[src/rtl/cmp_timer_pkg.sv]
package cmp_timer_pkg;
  // control register bit positions
  localparam int MOD_BIT  = 3;
  localparam int OVIE_BIT = 7;

  // bit mask of the low n bits of a divider
  function automatic logic [6:0] low_mask(input logic [2:0] n);
    logic [6:0] one;
    one = 7'd1;
    return (one << n) - 7'd1;
  endfunction
endpackage

[src/rtl/cmp_timer_prescale.sv]
module cmp_timer_prescale #(
  parameter int PRE_W = 3
) (
  input  logic             clk,
  input  logic             rst_n,
  input  logic [PRE_W-1:0] sel,
  output logic             tick
);
  localparam int DIV_W = (1 << PRE_W) - 1;

  logic [DIV_W-1:0] div_q;
  logic [DIV_W-1:0] mask;

  always_ff @(posedge clk or negedge rst_n) begin
    if (!rst_n) div_q <= '0;
    else        div_q <= div_q + 1'b1;
  end

  always_comb begin
    mask = '0;
    for (int b = 0; b < DIV_W; b++)
      if (b < int'(sel)) mask[b] = 1'b1;
  end

  assign tick = &(div_q | ~mask);


  tick_full_rate_chk: assert property (@(posedge clk) disable iff (!rst_n)
    (sel == '0) |-> tick);
endmodule

[src/rtl/cmp_timer_counter.sv]
module cmp_timer_counter #(
  parameter int CNT_W = 16
) (
  input  logic             clk,
  input  logic             rst_n,
  input  logic             tick,
  input  logic             mod_en,
  input  logic [CNT_W-1:0] top_val,
  output logic [CNT_W-1:0] cnt,
  output logic             ovf_evt
);
  logic [CNT_W-1:0] cnt_q;
  logic             match;
  logic             at_max;

  assign match  = mod_en && (cnt_q == top_val);
  assign at_max = &cnt_q;

  always_ff @(posedge clk or negedge rst_n) begin
    if (!rst_n)    cnt_q <= '0;
    else if (tick) cnt_q <= match ? '0 : cnt_q + 1'b1;
  end

  assign cnt     = cnt_q;
  assign ovf_evt = tick && at_max && !match;


  cnt_hold_chk: assert property (@(posedge clk) disable iff (!rst_n)
    !tick |=> $stable(cnt_q));

  free_wrap_chk: assert property (@(posedge clk) disable iff (!rst_n)
    (tick && !mod_en && at_max) |=> (cnt_q == '0));

  wrap_match_chk: assert property (@(posedge clk) disable iff (!rst_n)
    (tick && mod_en && cnt_q == top_val) |=> (cnt_q == '0));

  stay_zero_chk: assert property (@(posedge clk) disable iff (!rst_n)
    (mod_en && top_val == '0 && cnt_q == '0) |=> (cnt_q == '0));
endmodule

[src/rtl/cmp_timer_flags.sv]
module cmp_timer_flags #(
  parameter int CNT_W  = 16,
  parameter int NUM_CH = 4
) (
  input  logic                         clk,
  input  logic                         rst_n,
  input  logic                         tick,
  input  logic [CNT_W-1:0]             cnt,
  input  logic [NUM_CH-1:0][CNT_W-1:0] cmp,
  input  logic                         ovf_evt,
  input  logic [NUM_CH-1:0]            clr_ch,
  input  logic                         clr_ovf,
  output logic [NUM_CH-1:0]            ch_flag,
  output logic                         ovf_flag
);
  logic [NUM_CH-1:0] hit;
  logic              ovf_q;

  for (genvar i = 0; i < NUM_CH; i++) begin : g_ch
    logic flag_q;
    assign hit[i] = tick && (cnt == cmp[i]);

    always_ff @(posedge clk or negedge rst_n) begin
      if (!rst_n)         flag_q <= 1'b0;
      else if (hit[i])    flag_q <= 1'b1;
      else if (clr_ch[i]) flag_q <= 1'b0;
    end
    assign ch_flag[i] = flag_q;


    flag_set_chk: assert property (@(posedge clk) disable iff (!rst_n)
      hit[i] |=> ch_flag[i]);

    flag_clr_chk: assert property (@(posedge clk) disable iff (!rst_n)
      (clr_ch[i] && !hit[i]) |=> !ch_flag[i]);
  end

  always_ff @(posedge clk or negedge rst_n) begin
    if (!rst_n)       ovf_q <= 1'b0;
    else if (ovf_evt) ovf_q <= 1'b1;
    else if (clr_ovf) ovf_q <= 1'b0;
  end
  assign ovf_flag = ovf_q;


  ovf_set_chk: assert property (@(posedge clk) disable iff (!rst_n)
    ovf_evt |=> ovf_flag);
endmodule

[src/rtl/cmp_timer.sv]
module cmp_timer #(
  parameter int CNT_W  = 16,
  parameter int NUM_CH = 4,
  parameter int PRE_W  = 3,
  parameter int ADDR_W = 3
) (
  input  logic              clk,
  input  logic              rst_n,
  input  logic              wr_en,
  input  logic [ADDR_W-1:0] addr,
  input  logic [CNT_W-1:0]  wdata,
  output logic [CNT_W-1:0]  rdata,
  output logic [NUM_CH-1:0] ch_flag,
  output logic              ovf_flag,
  output logic              irq
);
  import cmp_timer_pkg::*;

  localparam logic [ADDR_W-1:0] A_CTRL = ADDR_W'(NUM_CH);
  localparam logic [ADDR_W-1:0] A_IEN  = ADDR_W'(NUM_CH + 1);
  localparam logic [ADDR_W-1:0] A_FLAG = ADDR_W'(NUM_CH + 2);
  localparam logic [ADDR_W-1:0] A_CNT  = ADDR_W'(NUM_CH + 3);

  logic [NUM_CH-1:0][CNT_W-1:0] cmp_q;
  logic [PRE_W-1:0]             psc_q;
  logic                         mod_q;
  logic                         ovie_q;
  logic [NUM_CH-1:0]            ien_q;

  logic             tick;
  logic [CNT_W-1:0] cnt;
  logic             ovf_evt;
  logic             flag_wr;
  logic [NUM_CH-1:0] clr_ch;
  logic             clr_ovf;

  always_ff @(posedge clk or negedge rst_n) begin
    if (!rst_n) begin
      cmp_q  <= '0;
      psc_q  <= '0;
      mod_q  <= 1'b0;
      ovie_q <= 1'b0;
      ien_q  <= '0;
    end else if (wr_en) begin
      for (int i = 0; i < NUM_CH; i++)
        if (addr == ADDR_W'(i)) cmp_q[i] <= wdata;
      if (addr == A_CTRL) begin
        psc_q  <= wdata[PRE_W-1:0];
        mod_q  <= wdata[MOD_BIT];
        ovie_q <= wdata[OVIE_BIT];
      end
      if (addr == A_IEN) ien_q <= wdata[NUM_CH-1:0];
    end
  end

  assign flag_wr = wr_en && (addr == A_FLAG);
  assign clr_ch  = flag_wr ? wdata[NUM_CH-1:0] : '0;
  assign clr_ovf = flag_wr && wdata[NUM_CH];

  cmp_timer_prescale #(.PRE_W(PRE_W)) u_psc (
    .clk  (clk),
    .rst_n(rst_n),
    .sel  (psc_q),
    .tick (tick)
  );

  cmp_timer_counter #(.CNT_W(CNT_W)) u_cnt (
    .clk    (clk),
    .rst_n  (rst_n),
    .tick   (tick),
    .mod_en (mod_q),
    .top_val(cmp_q[NUM_CH-1]),
    .cnt    (cnt),
    .ovf_evt(ovf_evt)
  );

  cmp_timer_flags #(.CNT_W(CNT_W), .NUM_CH(NUM_CH)) u_flg (
    .clk     (clk),
    .rst_n   (rst_n),
    .tick    (tick),
    .cnt     (cnt),
    .cmp     (cmp_q),
    .ovf_evt (ovf_evt),
    .clr_ch  (clr_ch),
    .clr_ovf (clr_ovf),
    .ch_flag (ch_flag),
    .ovf_flag(ovf_flag)
  );

  assign irq = (|(ch_flag & ien_q)) || (ovf_flag && ovie_q);

  always_comb begin
    rdata = '0;
    for (int i = 0; i < NUM_CH; i++)
      if (addr == ADDR_W'(i)) rdata = cmp_q[i];
    if (addr == A_CTRL) begin
      rdata[PRE_W-1:0] = psc_q;
      rdata[MOD_BIT]   = mod_q;
      rdata[OVIE_BIT]  = ovie_q;
    end
    if (addr == A_IEN) rdata[NUM_CH-1:0] = ien_q;
    if (addr == A_FLAG) begin
      rdata[NUM_CH-1:0] = ch_flag;
      rdata[NUM_CH]     = ovf_flag;
    end
    if (addr == A_CNT) rdata = cnt;
  end


  no_ovf_at_top_chk: assert property (@(posedge clk) disable iff (!rst_n)
    (mod_q && (&cmp_q[NUM_CH-1])) |-> !ovf_evt);

  irq_idle_chk: assert property (@(posedge clk) disable iff (!rst_n)
    (ch_flag == '0 && !ovf_flag) |-> !irq);

  cnt_wr_ignored_chk: assert property (@(posedge clk) disable iff (!rst_n)
    (wr_en && addr == A_CNT && !tick) |=> $stable(cnt));
endmodule

[config.mk]
export PLATFORM = sky130hd
export DESIGN_NAME = cmp_timer
export DESIGN_NICKNAME = d
export VERILOG_FILES = /design/src/rtl/cmp_timer_pkg.sv /design/src/rtl/cmp_timer_prescale.sv /design/src/rtl/cmp_timer_counter.sv /design/src/rtl/cmp_timer_flags.sv /design/src/rtl/cmp_timer.sv
export SDC_FILE = /design/constraint.sdc
export NUM_CORES = 1
export LEC_CHECK = 0
export ABC_AREA = 1
export BUFFER_PORTS_ARGS = -buffer_cell sky130_fd_sc_hd__buf_2
export CAP_MARGIN = 20
export CORE_MARGIN = 2
export CORE_UTILIZATION = 50
export CTS_BUF_LIST = sky130_fd_sc_hd__clkbuf_2 sky130_fd_sc_hd__clkbuf_4 sky130_fd_sc_hd__clkbuf_8
export CTS_CLUSTER_SIZE = 40
export DETAILED_ROUTE_END_ITERATION = 10
export GPL_ROUTABILITY_DRIVEN = 0
export PLACE_DENSITY = 0.67
export SLEW_MARGIN = 20
export SYNTH_ARGS = -nofsm -noshare
export SYNTH_HDL_FRONTEND = slang
export SYNTH_HIERARCHICAL = 1
export SYNTH_SLANG_ARGS = --single-unit
[constraint.sdc]
create_clock -name clk -period 1.9 [get_ports clk]
set_input_delay 0.19 -clock clk [delete_from_list [all_inputs] [get_ports clk]]
set_output_delay 0.19 -clock clk [all_outputs]
set_load 0.005 [all_outputs]
==> results.yml, run 1 <==
status:
  status: "finished clean"
layout:
  final-instance-count-excl-fill: 1209
  utilization_pct: 55.8
  synthToLayoutAreaGrowth_pct: 10.2
  nNetsFinal: 1052
  drive_gt1_share_pct: 17.7
  fin_area_sq_um: 7310
  layout_common_cells: "380 x nand2_1, 113 x inv_1, 100 x dfrtp_1"
  mostFrequentLayoutCell: "nand2_1"
  multi_input_area_sq_um: 3350
  ff_latch_area_sq_um: 2530
  insertedDiodeCount: 0
  fillers: 1318
clock_network:
  cts.path.max_buffers: 2
  clkSlewWorstSetupHoldPaths_ps: 100
  cts.sinks: 101
  insertion_delay_ps: 400
  cts_tree: "yes"
  cts_buffers: 9
  cts_htree_levels: 3
  cts_root_buf: "clkbuf_8"
synthesis:
  synth_simple_gate_area_share_pct: 37.6
  yosys-mux-area-fraction_pct: 0
  ys_seq_area_share_pct: 38.1
  netlist-cell-type-count: 37
  synth_fa_ha_area_share_pct: 0.377
  synthXorXnorAreaFrac_pct: 3.83
  synth_seq_cells: 101
  synth_compound_area_share_pct: 8.28
  synthesis.nets: 1001
  syn_area_per_cell_sq_um: 6.79
  syn_area_sq_um: 6630
  syn_inst: 977
  ys_warn_count: 6
  synth_top_family_by_area: "simple AND/OR/NAND/NOR gates"
floorplanning:
  die_w_microns: 119
  dieArea_sq_um: 14200
  io_pins: 44
  die_h_microns: 119
  coreArea_sq_um: 13100
  rows: 42
  start_util_pct: 50.7
worst_hold_path:
  min_path_type: "input port to register"
power:
  power_mw: 6.92
  p_leak_nw: 3.82
  ir_worst_vdd_mv: 0.592
  p_per_area_nw_per_um2: 948
global_routing:
  grt_pass1_vias: 5669
  grt_antenna_before_repair: 0
  grt_usage_pct: 26.6
  busiest_layer: "met2"
  grtUsageMet1_pct: 39.1
  grt_overflow_total: 0
  grt_max_degree: 36
  use_met2_pct: 39.2
  use_met3_pct: 5.51
  grt_pass1_wl_mm: 29.2
route:
  vias: 6182
  drtIter0Drc: 534
  drc_errors: 0
  viasPerCell: 5.11
  wirelength_mm: 17.7
  post_drt_wl_per_cell_microns: 14.6
  drtAntennaViolNets: 0
  dr.pass1.iters: 5
timing:
  fin_ws_ps: 150
  finalCritPeriodShare_pct: 92.1
  finClkSkew_ps: 11.9
  fin_crit_ps: 1750
  slew_viol_final: 0
  whs_ps: 96.4
  slew_headroom_pct: 58.2
  setup_violations: 0
  setup_tns_ps: 0
  final_hold_viol_count: 0
  worst_pin_slew_ps: 625
  fmax_mhz: 571
critical_path:
  arrival_ps: 2080
  cp_max_fo: 5
  cp-start-kind: "register"
  required_ps: 2230
  crit_path_end_kind: "register"
  worstSetupPathType: "register to register"
run:
  max-cap-violations: 0
placement:
  placed_area_sq_um: 7030
  place_ws_ps: 87.8
  placed_cells: 1191
  port-buffer-count: 43
  dp_hpwl_mm: 13.0
## cell families after synthesis
logic type | Yosys count
DFF | 101
AOI/OAI and AO/OA | 96
buffers and inverters | 170
adders and majority gates | 2
and+or+nand+nor | 579
xor gates and xnor gates | 29
## critical path, cell delays in order, from the launching register on
cell	delay, ps
dfrtp_1	440
nand3_1	100
nand3_1	70
nand2_1	60
inv_1	60
nor2_4	120
nand3_2	100
nor2_1	150
nand2_1	130
inv_2	70
nand4_1	110
nor2_1	150
o21bai_1	120
## synth_stat cells
library cell	number	area share, %
a21boi_0	1	0.11
a21oi_1	12	0.91
a221oi_1	1	0.13
buf_12	1	0.30
buf_2	9	0.68
buf_4	7	0.79
buf_6	8	1.4
buf_8	1	0.23
clkbuf_2	4	0.30
clkbuf_4	1	0.11
clkinv_1	1	0.057
clkinv_4	1	0.13
dfrtp_1	101	38
ha_1	2	0.38
inv_1	113	6.4
inv_2	23	1.3
inv_4	1	0.094
nand2_1	380	22
nand2_2	22	2.1
nand2_4	2	0.34
nand3_1	41	3.1
nand3_2	1	0.15
nand3_4	1	0.26
nand3b_1	1	0.11
nand4_1	28	2.6
nor2_1	76	4.3
nor2_2	18	1.7
nor2_4	4	0.68
nor2_8	1	0.30
nor3_1	3	0.23
nor3_4	1	0.25
o21ai_0	25	1.9
o21ai_1	40	3.0
o21ai_2	16	2.1
o21bai_1	1	0.11
xnor2_1	15	2.0
xor2_1	14	1.8
## worst paths after layout
| check | start | end | slack (ps) | cells past startpoint |
|---|---|---|---|---|
| max | psc_q[0]$_DFFE_PN0P_ | u_flg/ovf_flag$_DFFE_PN0P_ | 150 | 12 |
| min | wdata[14] | cmp_q[30]$_DFFE_PN0P_ | 100 | 3 |
| max reg2reg | psc_q[0]$_DFFE_PN0P_ | u_flg/ovf_flag$_DFFE_PN0P_ | 150 | 12 |
| min reg2reg | u_psc/div_q[6]$_DFF_PN0_ | u_psc/div_q[6]$_DFF_PN0_ | 480 | 1 |
| max in group asynchronous | rst_n | cmp_q[22]$_DFFE_PN0P_ | 1040 | 3 |
| min in group asynchronous | rst_n | cmp_q[32]$_DFFE_PN0P_ | 240 | 2 |
## state kept, by name, indices dropped and copies added (netlist names)
name and flops:
ien_q 4, mod_q 1, u_flg/g_ch.flag_q 4, u_flg/ovf_flag 1, psc_q 3, u_cnt/cnt 16, u_psc/div_q 7, ovie_q 1
cmp_q 64
## area by class of cell
class	instances	area share, %
Multi-Input combinational cell	706	45.8
Sequential cell	101	34.6
Inverter	139	7.24
Timing Repair Buffer	71	6.11
Tap cell	176	3.01
Clock buffer	11	2.07
Clock inverter	5	1.11
## layer usage
layer	up-vias	share of wire (%)
met5	-	0
li1	3105	-
met1	2860	49
met3	23	6.0
met2	194	43
met4	0	1.9
## where the power goes
part           internal [mW]  switching [mW]
sequential              2.52           0.551
combinational          0.931            1.34
clock                  0.816           0.767
## repair_timing
action / in CTS / in global routing
endpoints found under the hold margin: 22 / 0
endpoints found under the setup margin: 0 / 12
gates resized for setup: 0 / 9
hold buffers: 1 / 0
buffers inserted: 0 / 1
(Power assumes the default switching activity.)
==> run 2, diff against run 1 <==
--- a/config.mk
+++ b/config.mk
@@ -15,6 +15,7 @@
 export DETAILED_ROUTE_END_ITERATION = 10
 export GPL_ROUTABILITY_DRIVEN = 0
 export PLACE_DENSITY = 0.67
+export SKIP_CTS_REPAIR_TIMING = 1
 export SLEW_MARGIN = 20
 export SYNTH_ARGS = -nofsm -noshare
 export SYNTH_HDL_FRONTEND = slang
==> constraint.sdc (replaced) <==
create_clock -name clk -period 1.9 [get_ports clk]
set_input_delay 0.19 -clock clk [delete_from_list [all_inputs] [get_ports clk]]
set_output_delay 0.19 -clock clk [all_outputs]
set_load 0.05 [all_outputs]
==> run 2 against run 1 <==
Effect of this change: power up 4.5%; setup slack got worse by 58 ps; clock skew about the same; non-clock buffer count up 12; global-route usage about the same; sequential share of layout area down 0.44 points; largest power group unchanged.
==> results.yml, run 2 (synthesized netlist as in run 1, its figures left out) <==
route:
  dr.pass1.iters: 6
  wirelength_mm: 18.2
  viasPerCell: 5.08
  vias: 6206
  post_drt_wl_per_cell_microns: 14.9
  drtIter0Drc: 680
  drc_errors: 0
  drtAntennaViolNets: 0
global_routing:
  grt_antenna_before_repair: 0
  grt_pass1_wl_mm: 29.5
  grt_pass1_vias: 5697
  grt_max_degree: 42
  grt_overflow_total: 0
  grt_usage_pct: 26.6
critical_path:
  cp-start-kind: "register"
  startpoint: "cmp_q[20]$_DFFE_PN0P_"
  required_ps: 1710
  ff2ff_path_depth: 6
  cpMostUsedCell: "nand2_1"
  cp_max_fo: 3
  slowest_stage: "dfrtp_1"
  arrival_ps: 1620
  worstSetupPathType: "register to output port"
  crit_path_end_kind: "output port"
  r2r-end: "u_cnt/cnt[4]$_DFFE_PN0P_"
  crit_end: "rdata[4]"
  reg2reg_slack_ps: 170
  crit_chain: "nand2_1 > nand2_1 > a21oi_1 > nand4_1 > buf_2"
  worstReg2RegStart: "cmp_q[50]$_DFFE_PN0P_"
  cpPeakStageDelay_ps: 430
clock_network:
  cts.sinks: 101
  insertion_delay_ps: 390
  cts_buffers: 9
  cts.path.max_buffers: 2
  clkSlewWorstSetupHoldPaths_ps: 100
  cts_tree: "yes"
  cts_root_buf: "clkbuf_8"
  cts_htree_levels: 3
timing:
  finClkSkew_ps: 12.4
  worst_pin_slew_ps: 599
  finalCritPeriodShare_pct: 95.1
  setup_violations: 0
  slew_headroom_pct: 60.0
  slew_viol_final: 0
  fmax_mhz: 553
  setup_tns_ps: 0
  final_hold_viol_count: 0
  fin_crit_ps: 1810
floorplanning:
  die_h_microns: 119
  dieArea_sq_um: 14200
  rows: 42
  die_w_microns: 119
  start_util_pct: 50.7
  io_pins: 44
  coreArea_sq_um: 13100
power:
  switching_share_pct: 42.2
  p_leak_nw: 3.87
  p_clk_share_pct: 20.6
  internal-power_mw: 4.18
  p_per_area_nw_per_um2: 977
  combPwrFrac_pct: 37.0
  p_switching_mw: 3.05
  ir_worst_vdd_mv: 0.627
  pwr-share-seq_pct: 42.4
layout:
  fin_area_sq_um: 7400
  nNetsFinal: 1064
  synthToLayoutAreaGrowth_pct: 11.6
  mostFrequentLayoutCell: "nand2_1"
  regMostFlops: "cmp_q"
  layout_common_cells: "380 x nand2_1, 112 x inv_1, 100 x dfrtp_1"
  fillers: 1287
  drive_gt1_share_pct: 18.9
  largest_reg_flops: 64
  insertedDiodeCount: 0
worst_hold_path:
  min_path_type: "input port to register"
run:
  max-cap-violations: 0
status:
  status: "finished clean"
placement:
  port-buffer-count: 43
  dp_hpwl_mm: 13.5
  placed_area_sq_um: 7100
==> run 2: cell count changes in the layout (fill, tap and decap cells not counted), sizes merged <==
cell and delta:
bufinv -1, inv +2, buf +12, clkinvlp -1
==> run 2: per-stage QoR <==
stage	util, %	worst slack, ps	hold slack [ps]	power (mW)	std cells
3_3_place_gp	54.3	142	234	5.63	1199
5_1_grt	56.6	-17.5	87.8	7.70	1221
3_5_place_dp	54.3	90.2	231	5.66	1199
4_1_cts	55.9	50.1	-203	7.18	1215
6_report	56.6	92.2	99.5	7.23	1221
2_1_floorplan	-	145	-106	4.89	977
==> run 2: cell type report <==
class                           instances  area [sq um]  share of cell area, %
Clock buffer                           11           151                   2.05
Clock inverter                          5          65.1                  0.879
Inverter                              139           529                   7.15
Multi-Input combinational cell        706          3360                   45.4
Sequential cell                       101          2530                   34.2
Tap cell                              176           220                   2.98
Timing Repair Buffer                   83           549                   7.42
==> run 2: metal layers <==
layer / share of wire (%) / up-vias / track usage (%)
met5: 0 / - / 0
met4: 1.7 / 0 / 7.59
met3: 6.3 / 22 / 4.50
met2: 44 / 203 / 41.0
met1: 48 / 2850 / 38.5
li1: - / 3131 / -
==> run 2: worst min path at each step <==
stage	slack, ps	from	cells after the start	end
2_1_floorplan	-110	rst_n	0	cmp_q[0]$_DFFE_PN0P_
3_3_place_gp	230	rst_n	1	cmp_q[32]$_DFFE_PN0P_
3_5_place_dp	230	rst_n	1	cmp_q[32]$_DFFE_PN0P_
4_1_cts	-200	rst_n	1	u_flg/g_ch[3].flag_q$_DFFE_PN0P_
5_1_grt	90	wdata[5]	3	cmp_q[21]$_DFFE_PN0P_
6_report	100	wdata[5]	3	cmp_q[21]$_DFFE_PN0P_
==> run 2: critical path, delay by kind of cell (launching register included) <==
family	cells	cell delay (ps)
buf+inv	1	260
flops	1	430
simple gates	3	310
compound gates	1	230
==> run 2: power by group through the flow <==
stage,logic [mW],registers [mW],clock network (mW)
6_report,2.67,3.07,1.49
5_1_grt,2.97,3.12,1.61
4_1_cts,2.59,3.05,1.54
3_5_place_dp,2.58,3.08,0
3_3_place_gp,2.55,3.08,0
2_1_floorplan,1.94,2.95,0
